File: config.mk
export PLATFORM = sky130hd
export DESIGN_NAME = tmr_setclr_win
export DESIGN_NICKNAME = d
export VERILOG_FILES = /design/src/rtl/tmr_win_pkg.sv /design/src/rtl/tmr_win_decode.sv /design/src/rtl/tmr_win_chan.sv /design/src/rtl/tmr_win_rdmux.sv /design/src/rtl/tmr_setclr_win.sv
export SDC_FILE = /design/constraint.sdc
export NUM_CORES = 1
export LEC_CHECK = 0
export ABC_AREA = 1
export BUFFER_PORTS_ARGS = -buffer_cell sky130_fd_sc_hd__buf_2
export CORE_AREA = 2 2 468 470
export CTS_CLUSTER_SIZE = 40
export DETAILED_ROUTE_END_ITERATION = 16
export DIE_AREA = 0 0 470 472
export HOLD_SLACK_MARGIN = 0.15
export PLACE_DENSITY = 0.3
export SLEW_MARGIN = 10
export SYNTH_ARGS = -nofsm -noshare
export SYNTH_HDL_FRONTEND = slang
export SYNTH_SLANG_ARGS = --single-unit
File: constraint.sdc
create_clock -name clk -period 4.51 [get_ports clk]
set_clock_uncertainty 0.15 [all_clocks]
set_input_delay 0.451 -clock clk [delete_from_list [all_inputs] [get_ports clk]]
set_output_delay 0.451 -clock clk [all_outputs]
set_load 0.03 [all_outputs]
File: src/rtl/tmr_win_pkg.sv
package tmr_win_pkg;
   localparam int CTRL_W      = 4;
   localparam int REGS_PER_CH = 4;
   localparam int WIN_BITS    = 6;
   localparam int STS_POS     = 16;

   localparam int CB_EN    = 0;
   localparam int CB_CLK   = 1;
   localparam int CB_OVF   = 2;
   localparam int CB_PULSE = 3;

   localparam logic [WIN_BITS-1:0] OFS_CTRL_SET = 6'h10;
   localparam logic [WIN_BITS-1:0] OFS_CTRL_CLR = 6'h14;

   typedef enum logic [1:0] {
      ACC_NONE,
      ACC_DATA,
      ACC_SET,
      ACC_CLR
   } acc_kind_e;
endpackage

File: src/rtl/tmr_win_decode.sv
module tmr_win_decode
   import tmr_win_pkg::*;
#(
   parameter int NUM_CH = 8,
   parameter int ADDR_W = 10
) (
   input  logic [ADDR_W-1:0] addr,
   output acc_kind_e         kind,
   output logic [1:0]        reg_sel,
   output logic [NUM_CH-1:0] ch_hit
);
   localparam int IDX_W = ADDR_W - WIN_BITS;

   logic [IDX_W-1:0]    idx;
   logic [WIN_BITS-1:0] ofs;
   logic                in_range;

   assign idx      = addr[ADDR_W-1:WIN_BITS];
   assign ofs      = addr[WIN_BITS-1:0];
   assign in_range = |ch_hit;
   assign reg_sel  = ofs[3:2];

   for (genvar c = 0; c < NUM_CH; c++) begin : g_hit
      assign ch_hit[c] = (idx == IDX_W'(c));
   end

   always_comb begin
      kind = ACC_NONE;
      if (in_range) begin
         if (ofs[5:4] == 2'b00 && ofs[1:0] == 2'b00) kind = ACC_DATA;
         else if (ofs == OFS_CTRL_SET)               kind = ACC_SET;
         else if (ofs == OFS_CTRL_CLR)               kind = ACC_CLR;
      end
   end
endmodule

File: src/rtl/tmr_win_chan.sv
module tmr_win_chan
   import tmr_win_pkg::*;
(
   input  logic              clk,
   input  logic              rst_n,
   input  logic              set_wr,
   input  logic              clr_wr,
   input  logic [CTRL_W-1:0] wmask,
   input  logic              sts_clr,
   input  logic              stat_set,
   output logic [CTRL_W-1:0] ctrl,
   output logic              sts
);
   logic [CTRL_W-1:0] ctrl_q, ctrl_n;
   logic              en_pend_q, en_pend_n;
   logic [CTRL_W-2:0] cfg_pend_q, cfg_pend_n;
   logic              sts_q, sts_n;
   logic [CTRL_W-2:0] new_cfg, drop_cfg;

   assign new_cfg  = wmask[CTRL_W-1:1] & ~ctrl_q[CTRL_W-1:1];
   assign drop_cfg = wmask[CTRL_W-1:1] &  ctrl_q[CTRL_W-1:1];

   always_comb begin
      ctrl_n     = ctrl_q;
      en_pend_n  = 1'b0;
      cfg_pend_n = '0;
      // finish a split update left by the previous access
      if (en_pend_q) ctrl_n[CB_EN] = 1'b1;
      ctrl_n[CTRL_W-1:1] = ctrl_n[CTRL_W-1:1] & ~cfg_pend_q;

      if (set_wr) begin
         ctrl_n[CTRL_W-1:1] = ctrl_n[CTRL_W-1:1] | wmask[CTRL_W-1:1];
         if (wmask[CB_EN]) begin
            if (!ctrl_q[CB_EN] && (new_cfg != '0)) en_pend_n = 1'b1;
            else                                   ctrl_n[CB_EN] = 1'b1;
         end
      end else if (clr_wr) begin
         if (wmask[CB_EN] && ctrl_q[CB_EN]) begin
            ctrl_n[CB_EN] = 1'b0;
            cfg_pend_n    = drop_cfg;
         end else begin
            ctrl_n[CB_EN]      = ctrl_n[CB_EN] & ~wmask[CB_EN];
            ctrl_n[CTRL_W-1:1] = ctrl_n[CTRL_W-1:1] & ~wmask[CTRL_W-1:1];
         end
      end

      if (stat_set)              sts_n = 1'b1;
      else if (clr_wr && sts_clr) sts_n = 1'b0;
      else                       sts_n = sts_q;
   end

   always_ff @(posedge clk or negedge rst_n) begin
      if (!rst_n) begin
         ctrl_q     <= '0;
         en_pend_q  <= 1'b0;
         cfg_pend_q <= '0;
         sts_q      <= 1'b0;
      end else begin
         ctrl_q     <= ctrl_n;
         en_pend_q  <= en_pend_n;
         cfg_pend_q <= cfg_pend_n;
         sts_q      <= sts_n;
      end
   end

   assign ctrl = ctrl_q;
   assign sts  = sts_q;
endmodule

File: src/rtl/tmr_win_rdmux.sv
module tmr_win_rdmux
   import tmr_win_pkg::*;
#(
   parameter int NUM_CH = 8,
   parameter int DW     = 32
) (
   input  logic                           clk,
   input  logic                           rst_n,
   input  logic                           rd_req,
   input  acc_kind_e                      kind,
   input  logic [1:0]                     reg_sel,
   input  logic [NUM_CH-1:0]              ch_hit,
   input  logic [NUM_CH*REGS_PER_CH*DW-1:0] dp_rdata,
   input  logic [NUM_CH*CTRL_W-1:0]       ctrl_all,
   input  logic [NUM_CH-1:0]              sts_all,
   output logic                           rd_valid,
   output logic [DW-1:0]                  rd_data
);
   logic [DW-1:0] val;

   always_comb begin
      val = '0;
      for (int c = 0; c < NUM_CH; c++) begin
         if (ch_hit[c]) begin
            if (kind == ACC_DATA) begin
               val = dp_rdata[(c*REGS_PER_CH + int'(reg_sel))*DW +: DW];
            end else if (kind == ACC_SET) begin
               val[CTRL_W-1:0] = ctrl_all[c*CTRL_W +: CTRL_W];
               val[STS_POS]    = sts_all[c];
            end
         end
      end
   end

   always_ff @(posedge clk or negedge rst_n) begin
      if (!rst_n) begin
         rd_valid <= 1'b0;
         rd_data  <= '0;
      end else begin
         rd_valid <= rd_req;
         rd_data  <= rd_req ? val : '0;
      end
   end
endmodule

File: src/rtl/tmr_setclr_win.sv
module tmr_setclr_win
   import tmr_win_pkg::*;
#(
   parameter int NUM_CH = 8,
   parameter int ADDR_W = 10,
   parameter int DW     = 32
) (
   input  logic                             clk,
   input  logic                             rst_n,
   input  logic                             req_valid,
   input  logic                             req_write,
   input  logic [ADDR_W-1:0]                req_addr,
   input  logic [DW-1:0]                    req_wdata,
   output logic                             rd_valid,
   output logic [DW-1:0]                    rd_data,
   output logic [NUM_CH*REGS_PER_CH-1:0]    wr_stb,
   output logic [DW-1:0]                    wr_data,
   input  logic [NUM_CH*REGS_PER_CH*DW-1:0] dp_rdata,
   input  logic [NUM_CH-1:0]                stat_set,
   output logic [NUM_CH*CTRL_W-1:0]         ctrl_out,
   output logic [NUM_CH-1:0]                irq_status
);
   if (ADDR_W <= WIN_BITS) begin : g_bad_addr
      $error("ADDR_W must exceed the window width");
   end
   if (NUM_CH < 1 || NUM_CH > (1 << (ADDR_W - WIN_BITS))) begin : g_bad_ch
      $error("NUM_CH does not fit the channel index field");
   end
   if (DW <= STS_POS) begin : g_bad_dw
      $error("DW too narrow for the status bit");
   end

   acc_kind_e         kind;
   logic [1:0]        reg_sel;
   logic [NUM_CH-1:0] ch_hit;
   logic              wr_go;

   tmr_win_decode #(.NUM_CH(NUM_CH), .ADDR_W(ADDR_W)) u_dec (
      .addr    (req_addr),
      .kind    (kind),
      .reg_sel (reg_sel),
      .ch_hit  (ch_hit)
   );

   assign wr_go   = req_valid && req_write;
   assign wr_data = req_wdata;

   for (genvar c = 0; c < NUM_CH; c++) begin : g_ch
      for (genvar r = 0; r < REGS_PER_CH; r++) begin : g_stb
         assign wr_stb[c*REGS_PER_CH + r] =
            wr_go && ch_hit[c] && (kind == ACC_DATA) && (reg_sel == 2'(r));
      end

      tmr_win_chan u_chan (
         .clk      (clk),
         .rst_n    (rst_n),
         .set_wr   (wr_go && ch_hit[c] && (kind == ACC_SET)),
         .clr_wr   (wr_go && ch_hit[c] && (kind == ACC_CLR)),
         .wmask    (req_wdata[CTRL_W-1:0]),
         .sts_clr  (req_wdata[STS_POS]),
         .stat_set (stat_set[c]),
         .ctrl     (ctrl_out[c*CTRL_W +: CTRL_W]),
         .sts      (irq_status[c])
      );
   end

   tmr_win_rdmux #(.NUM_CH(NUM_CH), .DW(DW)) u_rd (
      .clk      (clk),
      .rst_n    (rst_n),
      .rd_req   (req_valid && !req_write),
      .kind     (kind),
      .reg_sel  (reg_sel),
      .ch_hit   (ch_hit),
      .dp_rdata (dp_rdata),
      .ctrl_all (ctrl_out),
      .sts_all  (irq_status),
      .rd_valid (rd_valid),
      .rd_data  (rd_data)
   );
endmodule

# Word level (Yosys, flattened, before mapping)
# Index checks and enable logic that the tools add are counted.
[word_totals]
regBits = 105
inputBits = 1078
output_inout_bits = 137
wordCells = 432
[classes]
add_sub_neg = 7
eq_ne = 15
shift = 8
n_mux = 181
bitwise_logic = 66
n_reduce_logical = 121
[op_table]
columns = ["operator", "n"]
rows = [
  ["$shiftx A1024 B32 Y32", 7],
  ["$shiftx A1024 B8 Y32", 1],
  ["$mux W32", 9],
  ["$mux W4", 32],
  ["$mux W15", 8],
  ["$and A3 B3 Y3", 32],
  ["$mux W12", 8],
  ["$mux W3", 32],
  ["$logic_and A1 B1 Y1", 91],
  ["$mux W1", 88],
  ["$not A3 Y3", 17],
  ["$add A5 B2 Y6 const A", 4],
  ["$or A3 B3 Y3", 8],
  ["$reduce_bool A3 Y1", 8],
  ["$eq A4 B3 Y1 const B", 4],
  ["$reduce_bool A2 Y1", 8],
  ["$eq A6 B5 Y1 const B", 2],
  ["$add A4 B2 Y5 const A", 2],
  ["$logic_not A1 Y1", 9],
  ["$and A1 B1 Y1", 8],
  ["$eq A2 B2 Y1 const B", 4],
  ["$eq A4 B2 Y1 const B", 2],
  ["$mux W2", 4],
  ["$reduce_or A8 Y1", 1],
  ["other kinds (6)", 9],
]

# Longest topological paths before layout
[logic_depth]
depth_word = 31
ltp_mapped = 18
depth_no_buf = 17

# Cells and area by module
# Synthesis repeated with hierarchy kept, for this count alone.
[hier_totals]
cells_unflattened = 2779
hier_area_um2 = 15448.6
[modules_own_cells]
columns = ["mod", "instances", "cells_per_inst", "area_per_inst_um2", "seq_area_each_um2"]
rows = [
  ["tmr_win_rdmux", 1, 2221, 11423.5, 825.8],
  ["tmr_win_chan", 8, 51, 414.1, 225.2],
  ["tmr_setclr_win", 1, 125, 599.3, 0.0],
  ["tmr_win_decode", 1, 25, 112.6, 0.0],
]

# Worst setup path after synthesis
# Ideal clock, no wire load.
[synth_path]
kind = "in2out"
start = "input req_addr[3]"
end = "output wr_stb[28]"
arrival_time_ps = 1960
t_required_ps = 3909
setup_slack_ps = 1949
stages = 10
n_path_buf = 3
path_cell_list = "buf_6 inv_4 nand2_4 nand2_2 nand3_4 nor2_1 buf_4 buf_2 nand2_1 nor2_1"
[synth_via]
elab_chain_cells = 8
elab_cells_between_ends = 10
cone_classes = "eq/ne (3); mux (4); reduce/logical (3)"
[synth_rtl]
columns = ["element", "line", "rtl"]
rows = [
  ["from (decl)", "tmr_setclr_win.sv:12", "input logic [ADDR_W-1:0] req_addr,"],
  ["$eq A6 B5 Y1", "tmr_win_decode.sv:32", "else if (ofs == OFS_CTRL_CLR) kind = ACC_CLR;"],
  ["$mux W2", "tmr_win_decode.sv:32", ""],
  ["$mux W2", "tmr_win_decode.sv:31", "else if (ofs == OFS_CTRL_SET) kind = ACC_SET;"],
  ["$mux W2", "tmr_win_decode.sv:30", "if (ofs[5:4] == 2'b00 && ofs[1:0] == 2'b00) kind = ACC_DATA;"],
  ["$mux W2", "tmr_win_decode.sv:29", "if (in_range) begin"],
  ["$eq A2 B1 Y1", "tmr_setclr_win.sv:51", "wr_go && ch_hit[c] && (kind == ACC_DATA) && (reg_sel == 2'(r));"],
  ["$logic_and A1 B1 Y1", "tmr_setclr_win.sv:51", ""],
  ["$logic_and A1 B1 Y1 (*)", "tmr_setclr_win.sv:51", ""],
  ["to (decl)", "tmr_setclr_win.sv:16", "output logic [NUM_CH*REGS_PER_CH-1:0] wr_stb,"],
]
# Mark *: on every way between the ends. The rest lies on a longest branch, timed or not.

# Worst setup path in the final report
[layout_path]
start = "input req_addr[2]"
end = "register u_rd.rd_data[25]"
[layout_via]
elab_chain_cells = 23
elab_cells_between_ends = 39
cone_classes = "add/sub (7); eq/ne (3); shift (8); mux (21)"
[layout_rtl]
columns = ["element", "line", "rtl"]
rows = [
  ["branches (longest 21 deep; another with $add A3 B2 Y4)", "n/a", ""],
  ["$mux W32 (*)", "tmr_win_rdmux.sv:24", "if (ch_hit[c]) begin"],
  ["$mux W32 (*)", "tmr_win_rdmux.sv:41", "rd_data <= rd_req ? val : '0;"],
  ["to (signal assigned)", "tmr_win_rdmux.sv:41", ""],
  ["to (decl)", "tmr_win_rdmux.sv:17", "output logic [DW-1:0] rd_data"],
]
# Mark *: on every way between the ends.
# A chain may end at the register's enable or synchronous reset.

==> reports/metrics.cfg <==
[timing]
setup_viol=0
finalCritPeriodShare=0.807
finalSetupTns_ns=0
fmax_mhz=275
period_needed_ns=3.64
worst_slew_margin_rel=0.0793
hold_viol=0
finalMaxSlewViolations=0
worstMarginPinSlew_ns=1.37
rsz0062_at_grt=no
hold_ws_ns=0.225

[cts]
clockBufferDepth=2
insertion_delay_ns=0.44
cts_buffers=9
h-tree-depth=3
cts_root_buf=clkbuf_16
cts_tree=yes
cts_resized=0
cts.sinks=105
cts_setup_buffers=0
path_clk_slew_ns=0.10

[global_route]
grt_max_degree=87
grt_pass1_vias=21600
grt-ovfl-total=0
grt_antenna_before_repair=138
grt_pass1_wl_mm=221
grt_usage=0.151

[status]
status=complete, no violations

[die]
placementRows=171
boundaryPins=1215
dieHeight_um=472
initial_core_util=0.0607
dieArea_um2=222000
core_um2=217000
die_x_um=470

[final_layout]
syn2layout_area_growth_pct=72.8
fin_area_um2=22700
drive_above_1_share=0.417
fillers=25800
regArea_um2=2630
multi_input_area_um2=8890
fin_cells=6127
nNetsFinal=4302

[route]
ant_nets=0
drt_first_pass_iters=7
routedWlPerCell_um=28.6
vias_per_cell=3.47
num_vias=21300
drt_iter0_markers=1261
drc=0
wl_mm=175

[worst_setup_path]
cp_max_fo=48
critPathMaxStageDelay_ns=1.13
worstPathCellList=buf_4 > buf_12 > nand2_8 > buf_4 > buf_12 > buf_12 > nor2_1 > nor4_1 > nor2_1 > nand2_1 > nand2_1 > a21oi_1
worstSetupStartpointType=input pin
crit_top_cell=buf_12
setup.worst_path.end_class=flop
crit_type=in2reg
cp.arrival_ns=3.86
critPathBufInv=5
crit_family=simple AND/OR/NAND/NOR gates
required_ns=4.72
slowest_stage=nor4_1

[hold_path]
hp-class=in2reg

[placement]
port_buffers=1160
hpwl_mm=154
gp_congestion=0.896
dp_cells=6057
postPlaceCellArea_um2=22200

[yosys]
ys_seq_area_frac=0.200
yosys_most_used_dff=dfrtp_1
synth_area_per_cell_um2=6.04
syn_nets=3254
yosysTopAreaCell=dfrtp_1
synth-edff-count=0
netlist_instances=2176
netlist.area_leader.share=0.200
synthTopCellsByCount=nor2_1, nand2_1, o22ai_1
ys_seq_elements=105
synth_area_leaders=dfrtp_1, nor2_1, o22ai_1
ys_warn_count=0
synthArstFlopShare=1.00
synth.distinct_cells=45
netlist_area_um2=13100
synth.most_common_cell=nor2_1

[pwr]
cellLeakagePower_nw=10.2
powerDensity_nw_per_um2=151
vdd_drop_max_mv=0.199

[run]
cap_viol_max_count=0

## state kept, by name, summed over array words and instances (netlist names)
signal	flops
g_ch.u_chan.cfg_pend_q	24
g_ch.u_chan.ctrl	32
g_ch.u_chan.en_pend_q	8
g_ch.u_chan.sts	8
u_rd.rd_data	32
u_rd.rd_valid	1
## logic make-up (layout without fill, tap and decap cells)
kind of cell | after synthesis | count (layout) | synth area share
compound gates | 655 | 655 | 0.324
flops | 105 | 105 | 0.200
other cells | 0 | 44 | 0
buf+inv | 332 | 1385 | 0.129
simple gates | 1084 | 1084 | 0.347
## area by class of cell
| type | instances | share of cell area |
|---|---|---|
| multi-input combinational | 1739 | 0.392 |
| timing repair buffer | 1249 | 0.296 |
| tap | 2854 | 0.157 |
| sequential | 105 | 0.116 |
| inverter | 120 | 0.0200 |
| clock buffer | 9 | 0.00992 |
| antenna | 44 | 0.00485 |
| clock inverter | 7 | 0.00391 |
## through the flow
| stage | utilization | power [mW] | setup WS, ns |
|---|---|---|---|
| finish | 0.105 | 3.43 | 0.869 |
| global route | 0.105 | 3.63 | 0.683 |
| detailed placement | 0.102 | 2.52 | 0.606 |
| global placement | 0.102 | 2.52 | 0.606 |
| CTS | 0.104 | 3.52 | 0.750 |
| floorplan | - | 1.54 | 1.95 |
## path summary, 6_finish.rpt
path	from	endpoint	slack (ns)	cells past startpoint
worst max-delay path	req_addr[2]	u_rd.rd_data[25]	0.87	12
worst min-delay path	req_write	u_rd.rd_valid	0.22	2
worst max register to register	g_ch[0].u_chan.sts	u_rd.rd_data[16]	2.64	12
worst min register to register	g_ch[4].u_chan.cfg_pend_q[0]	g_ch[4].u_chan.ctrl[1]	0.29	1
max in group asynchronous	rst_n	g_ch[5].u_chan.cfg_pend_q[0]	2.87	3
min in group asynchronous	rst_n	g_ch[0].u_chan.cfg_pend_q[2]	0.45	2
## power by group
part,internal (mW),switching [mW],total (mW)
sequential,0.944,0.00271,0.947
combinational,0.591,0.924,1.52
clock,0.406,0.558,0.964
## worst register-to-register path: stages, from the launching register on
cell     delay [ns]
dfrtp_1        0.43
o21ai_0        0.21
nand2_1        0.07
o21ai_0        0.18
a21oi_1        0.13
nand2_1        0.12
nand2_1        0.09
nand2_1        0.07
nand2_1        0.06
nand2_1        0.07
nand3_1        0.08
nand2_1        0.07
inv_1          0.04
## timing repair
action	4_1_cts	5_1_grt
hold buffers	10	0
hold endpoints to repair	53	0
endpoints found under the setup margin	0	0
## routing by layer
| metal | global-route usage | up-vias | wire length (µm) |
|---|---|---|---|
| met2 | 0.271 | 1068 | 87200 |
| met3 | 0.0385 | 194 | 11900 |
| li1 | - | 9784 | - |
| met1 | 0.183 | 10200 | 72900 |
| met5 | 0 | - | 356 |
| met4 | 0.0226 | 54 | 3010 |
## cells in the final DEF, fill, tap and decap left out, drive strengths merged, types with 11 or more instances in the layout
master,n
buf,1239
o31ai,11
or2,55
o2111ai,31
dfrtp,105
nand3,59
diode,44
nand2,365
nor3,33
a22oi,54
inv,122
o22ai,251
a21oi,117
o221ai,50
nor2,526
o21ai,88
nor4,37
o32ai,23
o22a,20
Note: power is estimated with default switching activity, not from simulation.
